===== config.mk =====
export PLATFORM = sky130hd
export DESIGN_NAME = slot_ctl_regs
export DESIGN_NICKNAME = d
export VERILOG_FILES = /design/src/rtl/slot_ctl_pkg.sv /design/src/rtl/slot_sel_power.sv /design/src/rtl/slot_irq_agg.sv /design/src/rtl/slot_status_mux.sv /design/src/rtl/slot_ctl_regs.sv
export SDC_FILE = /design/constraint.sdc
export NUM_CORES = 1
export LEC_CHECK = 0
export ABC_AREA = 1
export BUFFER_PORTS_ARGS = -buffer_cell sky130_fd_sc_hd__buf_2
export CAP_MARGIN = 20
export CORE_MARGIN = 4
export CORE_UTILIZATION = 48
export CTS_CLUSTER_DIAMETER = 80
export DETAILED_ROUTE_END_ITERATION = 10
export HOLD_SLACK_MARGIN = 0.1
export PLACE_DENSITY = 0.89
export SETUP_SLACK_MARGIN = 0.4
export SLEW_MARGIN = 30
export SYNTH_ARGS = -nofsm -noshare
export SYNTH_HDL_FRONTEND = slang
export SYNTH_SLANG_ARGS = --single-unit

===== constraint.sdc =====
create_clock -name clk -period 4.2 [get_ports clk]
set_clock_uncertainty 0.15 [all_clocks]
set_input_delay 0.42 -clock clk [delete_from_list [all_inputs] [get_ports clk]]
set_output_delay 0.42 -clock clk [all_outputs]
set_load 0.02 [all_outputs]

===== src/rtl/slot_ctl_pkg.sv =====
package slot_ctl_pkg;

    localparam int SLOT_W = 4;
    localparam int FUNC_W = 4;
    localparam int DATA_W = 32;
    localparam int OFS_W  = 8;

    // Only the slot and function fields of the selector word steer behaviour.
    typedef struct packed {
        logic [SLOT_W-1:0] slot;
        logic [FUNC_W-1:0] func;
    } sel_fields_t;

    typedef enum logic [FUNC_W-1:0] {
        FN_PRESENCE = 4'h0,
        FN_EMPTY    = 4'h1,
        FN_POWER    = 4'h2,
        FN_EEPROM   = 4'h5
    } slot_func_e;

    typedef enum logic [2:0] {
        RS_SLOT_ID,
        RS_ZERO,
        RS_CONST,
        RS_STATUS,
        RS_ALL_ONES
    } rd_src_e;

    localparam logic [OFS_W-1:0] OFS_SLOT_ID = 8'h04;
    localparam logic [OFS_W-1:0] OFS_ZERO_A  = 8'h0C;
    localparam logic [OFS_W-1:0] OFS_ZERO_B  = 8'h14;
    localparam logic [OFS_W-1:0] OFS_CONST   = 8'h18;
    localparam logic [OFS_W-1:0] OFS_ZERO_C  = 8'h1C;
    localparam logic [OFS_W-1:0] OFS_SEL     = 8'h44;
    localparam logic [OFS_W-1:0] OFS_STATUS  = 8'h4C;

    localparam logic [DATA_W-1:0] CONST_WORD    = 32'h0000_8000;
    localparam logic [DATA_W-1:0] PWR_CONV_GOOD = 32'h0000_0008;
    localparam logic [DATA_W-1:0] ALL_ONES      = 32'hFFFF_FFFF;

    function automatic rd_src_e decode_read(input logic [OFS_W-1:0] ofs);
        case (ofs)
            OFS_SLOT_ID:                        return RS_SLOT_ID;
            OFS_ZERO_A, OFS_ZERO_B, OFS_ZERO_C: return RS_ZERO;
            OFS_CONST:                          return RS_CONST;
            OFS_STATUS:                         return RS_STATUS;
            default:                            return RS_ALL_ONES;
        endcase
    endfunction

    function automatic logic [DATA_W-1:0] slot_id_word(input logic [SLOT_W-1:0] own);
        return {{(DATA_W-SLOT_W-8){1'b0}}, own, 8'h80};
    endfunction

endpackage


===== src/rtl/slot_sel_power.sv =====
module slot_sel_power
    import slot_ctl_pkg::*;
#(
    parameter int NUM_SLOTS = 9
) (
    input  logic                 clk,
    input  logic                 rst,
    input  logic                 sel_we,
    input  sel_fields_t          sel_wr,
    output sel_fields_t          sel_q,
    output logic [NUM_SLOTS-1:0] pwr_on_q
);

    localparam logic [SLOT_W-1:0] MAX_SLOT = SLOT_W'(NUM_SLOTS);

    always_ff @(posedge clk) begin
        if (rst) sel_q <= '0;
        else if (sel_we) sel_q <= sel_wr;
    end

    logic pwr_cmd;
    assign pwr_cmd = sel_we && (sel_wr.func == FN_POWER);

    for (genvar i = 0; i < NUM_SLOTS; i++) begin : g_flag
        always_ff @(posedge clk) begin
            if (rst) pwr_on_q[i] <= 1'b0;
            else if (pwr_cmd && sel_wr.slot == SLOT_W'(i + 1)) pwr_on_q[i] <= 1'b1;
        end
    end

    AST_PWR_STICKY: assert property (@(posedge clk) disable iff (rst)
        !$past(rst) |-> ((pwr_on_q & $past(pwr_on_q)) == $past(pwr_on_q)))
        else $error("powered-on flag dropped");

    AST_PWR_BAD_SLOT: assert property (@(posedge clk) disable iff (rst)
        (pwr_cmd && (sel_wr.slot == '0 || sel_wr.slot > MAX_SLOT)) |=> $stable(pwr_on_q))
        else $error("out-of-range slot touched a flag");

endmodule


===== src/rtl/slot_irq_agg.sv =====
module slot_irq_agg #(
    parameter int NUM_SLOTS = 9
) (
    input  logic                 clk,
    input  logic                 rst,
    input  logic [NUM_SLOTS-1:0] set_i,
    input  logic [NUM_SLOTS-1:0] clr_i,
    output logic                 irq_o
);

    logic [NUM_SLOTS-1:0] pend_q;

    for (genvar i = 0; i < NUM_SLOTS; i++) begin : g_pend
        always_ff @(posedge clk) begin
            if (rst)           pend_q[i] <= 1'b0;
            else if (set_i[i]) pend_q[i] <= 1'b1;
            else if (clr_i[i]) pend_q[i] <= 1'b0;
        end
    end

    assign irq_o = |pend_q;

    AST_IRQ_RAISE: assert property (@(posedge clk) disable iff (rst)
        (|set_i) |=> irq_o)
        else $error("set pulse did not raise interrupt");

    AST_IRQ_DROP: assert property (@(posedge clk) disable iff (rst)
        ((&clr_i) && set_i == '0) |=> !irq_o)
        else $error("interrupt stayed with all bits cleared");

endmodule


===== src/rtl/slot_status_mux.sv =====
module slot_status_mux
    import slot_ctl_pkg::*;
#(
    parameter int NUM_SLOTS = 9
) (
    input  sel_fields_t          sel,
    input  logic [NUM_SLOTS-1:0] present,
    input  logic [NUM_SLOTS-1:0] pwr_on,
    input  logic [SLOT_W-1:0]    own_slot,
    input  logic                 eep_cs,
    input  logic                 eep_dout,
    output logic [DATA_W-1:0]    status
);

    logic sel_present;
    logic sel_pwr;
    logic pwr_ok;

    always_comb begin
        sel_present = 1'b0;
        sel_pwr     = 1'b0;
        for (int i = 0; i < NUM_SLOTS; i++) begin
            if (sel.slot == SLOT_W'(i + 1)) begin
                sel_present = present[i];
                sel_pwr     = pwr_on[i];
            end
        end
    end

    assign pwr_ok = sel_pwr || (sel.slot == own_slot);

    always_comb begin
        case (slot_func_e'(sel.func))
            FN_PRESENCE: status = sel_present ? {{(DATA_W-2){1'b0}}, pwr_ok, 1'b0}
                                              : {{(DATA_W-1){1'b0}}, 1'b1};
            FN_EMPTY:    status = {{(DATA_W-1){1'b0}}, ~sel_present};
            FN_POWER:    status = PWR_CONV_GOOD;
            FN_EEPROM:   status = {{(DATA_W-1){1'b0}}, eep_cs & eep_dout};
            default:     status = '0;
        endcase
    end

endmodule


===== src/rtl/slot_ctl_regs.sv =====
module slot_ctl_regs
    import slot_ctl_pkg::*;
#(
    parameter int NUM_SLOTS = 9,
    parameter int ADDR_W    = 8
) (
    input  logic                 clk,
    input  logic                 rst,
    input  logic                 req_valid_i,
    input  logic                 req_write_i,
    input  logic [ADDR_W-1:0]    req_addr_i,
    input  logic [31:0]          req_wdata_i,
    output logic                 rd_valid_o,
    output logic [31:0]          rd_data_o,
    input  logic [NUM_SLOTS-1:0] card_present_i,
    input  logic [3:0]           own_slot_i,
    input  logic                 eep_cs_i,
    input  logic                 eep_dout_i,
    input  logic [NUM_SLOTS-1:0] irq_set_i,
    input  logic [NUM_SLOTS-1:0] irq_clr_i,
    output logic                 irq_o
);

    logic                 in_range;
    logic [OFS_W-1:0]     ofs;
    rd_src_e              src;
    logic                 rd_req;
    logic                 sel_we;
    sel_fields_t          sel_wr;
    sel_fields_t          sel_q;
    logic [NUM_SLOTS-1:0] pwr_on;
    logic [DATA_W-1:0]    status;
    logic [DATA_W-1:0]    rd_next;
    logic                 unused_wdata;

    assign in_range = (req_addr_i >> OFS_W) == '0;
    assign ofs      = req_addr_i[OFS_W-1:0];
    assign src      = in_range ? decode_read(ofs) : RS_ALL_ONES;
    assign rd_req   = req_valid_i && !req_write_i;
    assign sel_we   = req_valid_i && req_write_i && in_range && (ofs == OFS_SEL);
    assign sel_wr   = req_wdata_i[15:8];
    assign unused_wdata = ^{req_wdata_i[31:16], req_wdata_i[7:0]};

    slot_sel_power #(.NUM_SLOTS(NUM_SLOTS)) u_sel (
        .clk(clk), .rst(rst), .sel_we(sel_we), .sel_wr(sel_wr),
        .sel_q(sel_q), .pwr_on_q(pwr_on)
    );

    slot_status_mux #(.NUM_SLOTS(NUM_SLOTS)) u_mux (
        .sel(sel_q), .present(card_present_i), .pwr_on(pwr_on),
        .own_slot(own_slot_i), .eep_cs(eep_cs_i), .eep_dout(eep_dout_i),
        .status(status)
    );

    slot_irq_agg #(.NUM_SLOTS(NUM_SLOTS)) u_irq (
        .clk(clk), .rst(rst), .set_i(irq_set_i), .clr_i(irq_clr_i), .irq_o(irq_o)
    );

    always_comb begin
        case (src)
            RS_SLOT_ID: rd_next = slot_id_word(own_slot_i);
            RS_ZERO:    rd_next = '0;
            RS_CONST:   rd_next = CONST_WORD;
            RS_STATUS:  rd_next = status;
            default:    rd_next = ALL_ONES;
        endcase
    end

    always_ff @(posedge clk) begin
        if (rst) begin
            rd_valid_o <= 1'b0;
            rd_data_o  <= '0;
        end else begin
            rd_valid_o <= rd_req;
            if (rd_req) rd_data_o <= rd_next;
        end
    end

    AST_RD_LATENCY: assert property (@(posedge clk) disable iff (rst)
        rd_req |=> rd_valid_o)
        else $error("read not answered next cycle");

    AST_WR_SILENT: assert property (@(posedge clk) disable iff (rst)
        (req_valid_i && req_write_i) |=> !rd_valid_o)
        else $error("write produced read data");

    AST_PWR_CONV: assert property (@(posedge clk) disable iff (rst)
        (rd_req && in_range && ofs == OFS_STATUS && sel_q.func == FN_POWER)
            |=> rd_data_o == 32'h8)
        else $error("power function read wrong");

    AST_SLOT_ID: assert property (@(posedge clk) disable iff (rst)
        (rd_req && in_range && ofs == OFS_SLOT_ID) |=> rd_data_o[7:0] == 8'h80)
        else $error("slot id low byte wrong");

endmodule


==> flow_summary.ini <==
[final_layout]
fin_util_pct = 59.0
antenna_cells = 0
area_growth_pct = 18.3
layout_common_cells = buf_2 (86), nor2_1 (47), inv_1 (46)
fin_nets = 432
layout_commonest_cell = buf_2
postLayoutCellArea_mm2 = 0.00238
fill_cells = 404
drive_gt1_share_pct = 27.8

[synth]
synthCells = 292
avgSynthCellArea_um2 = 6.88
syn-num-nets = 369
ys.flop_type = dfxtp_1
synthTopCellsByArea = dfxtp_1 (37%), nor2_1 (8.8%), inv_1 (8.6%), a21oi_1 (8.5%), buf_4 (8.2%)
syn_area_mm2 = 0.00201
seq_area_frac_synth_pct = 36.9
synth_top_cell_by_area = dfxtp_1
async_flop_share_pct = 0
yosysTopAreaCellShare_pct = 36.9
yosys_warnings = 0
synth_edf_count = 0
ys_ff_latch = 37
synth_cell_types = 28

[sta]
min_period_over_period_pct = 41.8
holdWs_ns = 0.185
setup_tns_ns = 0
tightest_slew_ns = 0.748
slew_violations = 0
maxSlewHeadroom_pct = 49.8
fin_crit_ns = 1.76
fmax_ghz = 0.570
hold_viol = 0
setup_viol = 0
rsz0062_at_grt = no

[grt]
grt_max_degree = 38
grt.total_usage_pct = 16.8
antenna_found_initial = 0
grt_overflow_total = 0
grt_pass1_vias = 1700
grt_pass1_wl_um = 7010

[clocking]
root_buffer = clkbuf_8
cts-buffers-inserted = 5
clk_latency_ns = 0.29
cts_buffer_depth = 2
clkSinkCount = 37
cts_hold_buffers = 0
cts_tree = yes
cts-resized-gates = 0
post-cts-setup-buffer-count = 0
htreeDepth = 2
cts.reportedPaths.clkPinSlew_ns = 0.06

[power_and_ir_drop]
p_leak_uw = 0.00114
irDropWorstVdd_v = 0.000144
powerDensity_mw_per_mm2 = 305

[worst_setup_path]
r2r-start = u_sel.sel_q[5]
worst_setup_path_end_kind = register
path_max_fanout = 15
cp.arrival_ns = 1.82
critPathLaunchType = primary input
rr_worst_depth = 11
crit_type = in -> reg
rrSetupSlack_ns = 2.49
reg2reg_to = rd_data_o[0]
crit_required_ns = 4.26

[drt]
wire_per_inst_um = 10.7
drc = 0
ant_nets = 0
first_pass_iters = 4
viasPerCell = 4.83
drt_iter0_markers = 67
vias = 1959
routed_wl_um = 4340

[placement]
hpwl_um = 3520
port_buffers = 86
gp_congestion = 0.881
placed_area_mm2 = 0.00230

[floorplan]
ios = 111
chipHeight_um = 72.7
fp.dieW_um = 72.7
fp.coreArea_mm2 = 0.00403
initial_core_util_pct = 49.8
rows = 23
die_area_mm2 = 0.00528

[min_path]
min_path_cells = 3
hold_end = u_irq.pend_q[0]
hold_class = in -> reg
min_from = irq_set_i[0]

[outcome]
status = finished clean

[flow_run]
cap_violations = 0
worst max-delay path, cell delays in order:
cell and delay, ns:
buf_2 0.09, or2_4 0.26, nor2_4 0.10, nand2_2 0.08
nor4_4 0.57, nor2_1 0.13, a211oi_2 0.16
sequential cells by signal (all words and copies together) (netlist names):
name / flops
rd_data_o: 10
u_irq.pend_q: 9
u_sel.pwr_on_q: 9
u_sel.sel_q: 8
rd_valid_o: 1
per-layer routing:
layer | global-route usage (%) | vias up | part of all wire (%)
li1 | - | 1034 | -
met2 | 28.4 | 76 | 47
met3 | 5.65 | 7 | 10
met5 | 0 | - | 0
met4 | 5.74 | 0 | 1.5
met1 | 19.9 | 842 | 42
cell type report:
| type | instances | area, um2 | area share, % |
|---|---|---|---|
| repair buffers | 86 | 430 | 18.1 |
| inverters | 46 | 173 | 7.27 |
| well taps | 50 | 62.6 | 2.63 |
| flip-flops and latches | 37 | 741 | 31.2 |
| multi-input cells | 179 | 890 | 37.4 |
| clock buffers | 8 | 80.1 | 3.37 |
through the flow:
step	power, uW	setup slack (ns)	std cells
4_1_cts	736	2.41	406
3_3_place_gp	497	2.19	398
5_1_grt	762	2.27	406
6_report	725	2.44	406
3_5_place_dp	500	2.14	398
2_1_floorplan	464	2.54	292
cells in the mapped netlist, drive strengths merged, types with 4 or more instances:
cell	n
nor3	6
a211oi	8
dfxtp	37
a21oi	35
nand4	8
buf	26
clkbuf	4
nand2	44
nor2	49
inv	46
nand3	14
nor4	4
kinds of logic (layout without fill, tap and decap cells):
| logic type | count (synthesis) | after routing | share of synthesized area, % |
|---|---|---|---|
| simple gates | 127 | 127 | 28.5 |
| buf+inv | 76 | 140 | 18.8 |
| compound gates | 48 | 48 | 14.0 |
| flops | 37 | 37 | 36.9 |
| xor+xnor | 4 | 4 | 1.74 |
how the worst max path moves through the flow:
stage	from	end	slack, ns	cells past startpoint
floorplan	req_addr_i[1]	rd_data_o[1]	2.54	9
global placement	req_addr_i[1]	u_sel.sel_q[0]	2.19	7
detailed placement	req_addr_i[1]	u_sel.sel_q[5]	2.14	7
CTS	rd_data_o[30]	rd_data_o[24]	2.41	1
global route	u_sel.sel_q[4]	rd_data_o[1]	2.27	8
finish	req_addr_i[1]	u_sel.sel_q[0]	2.44	7
power by group:
group	switching (uW)	internal (uW)	total (uW)
Sequential	8.44	364	372
Combinational	72.9	45.7	119
Clock	117	118	234
Total	198	527	725
Note: power is estimated with default switching activity, not from simulation.
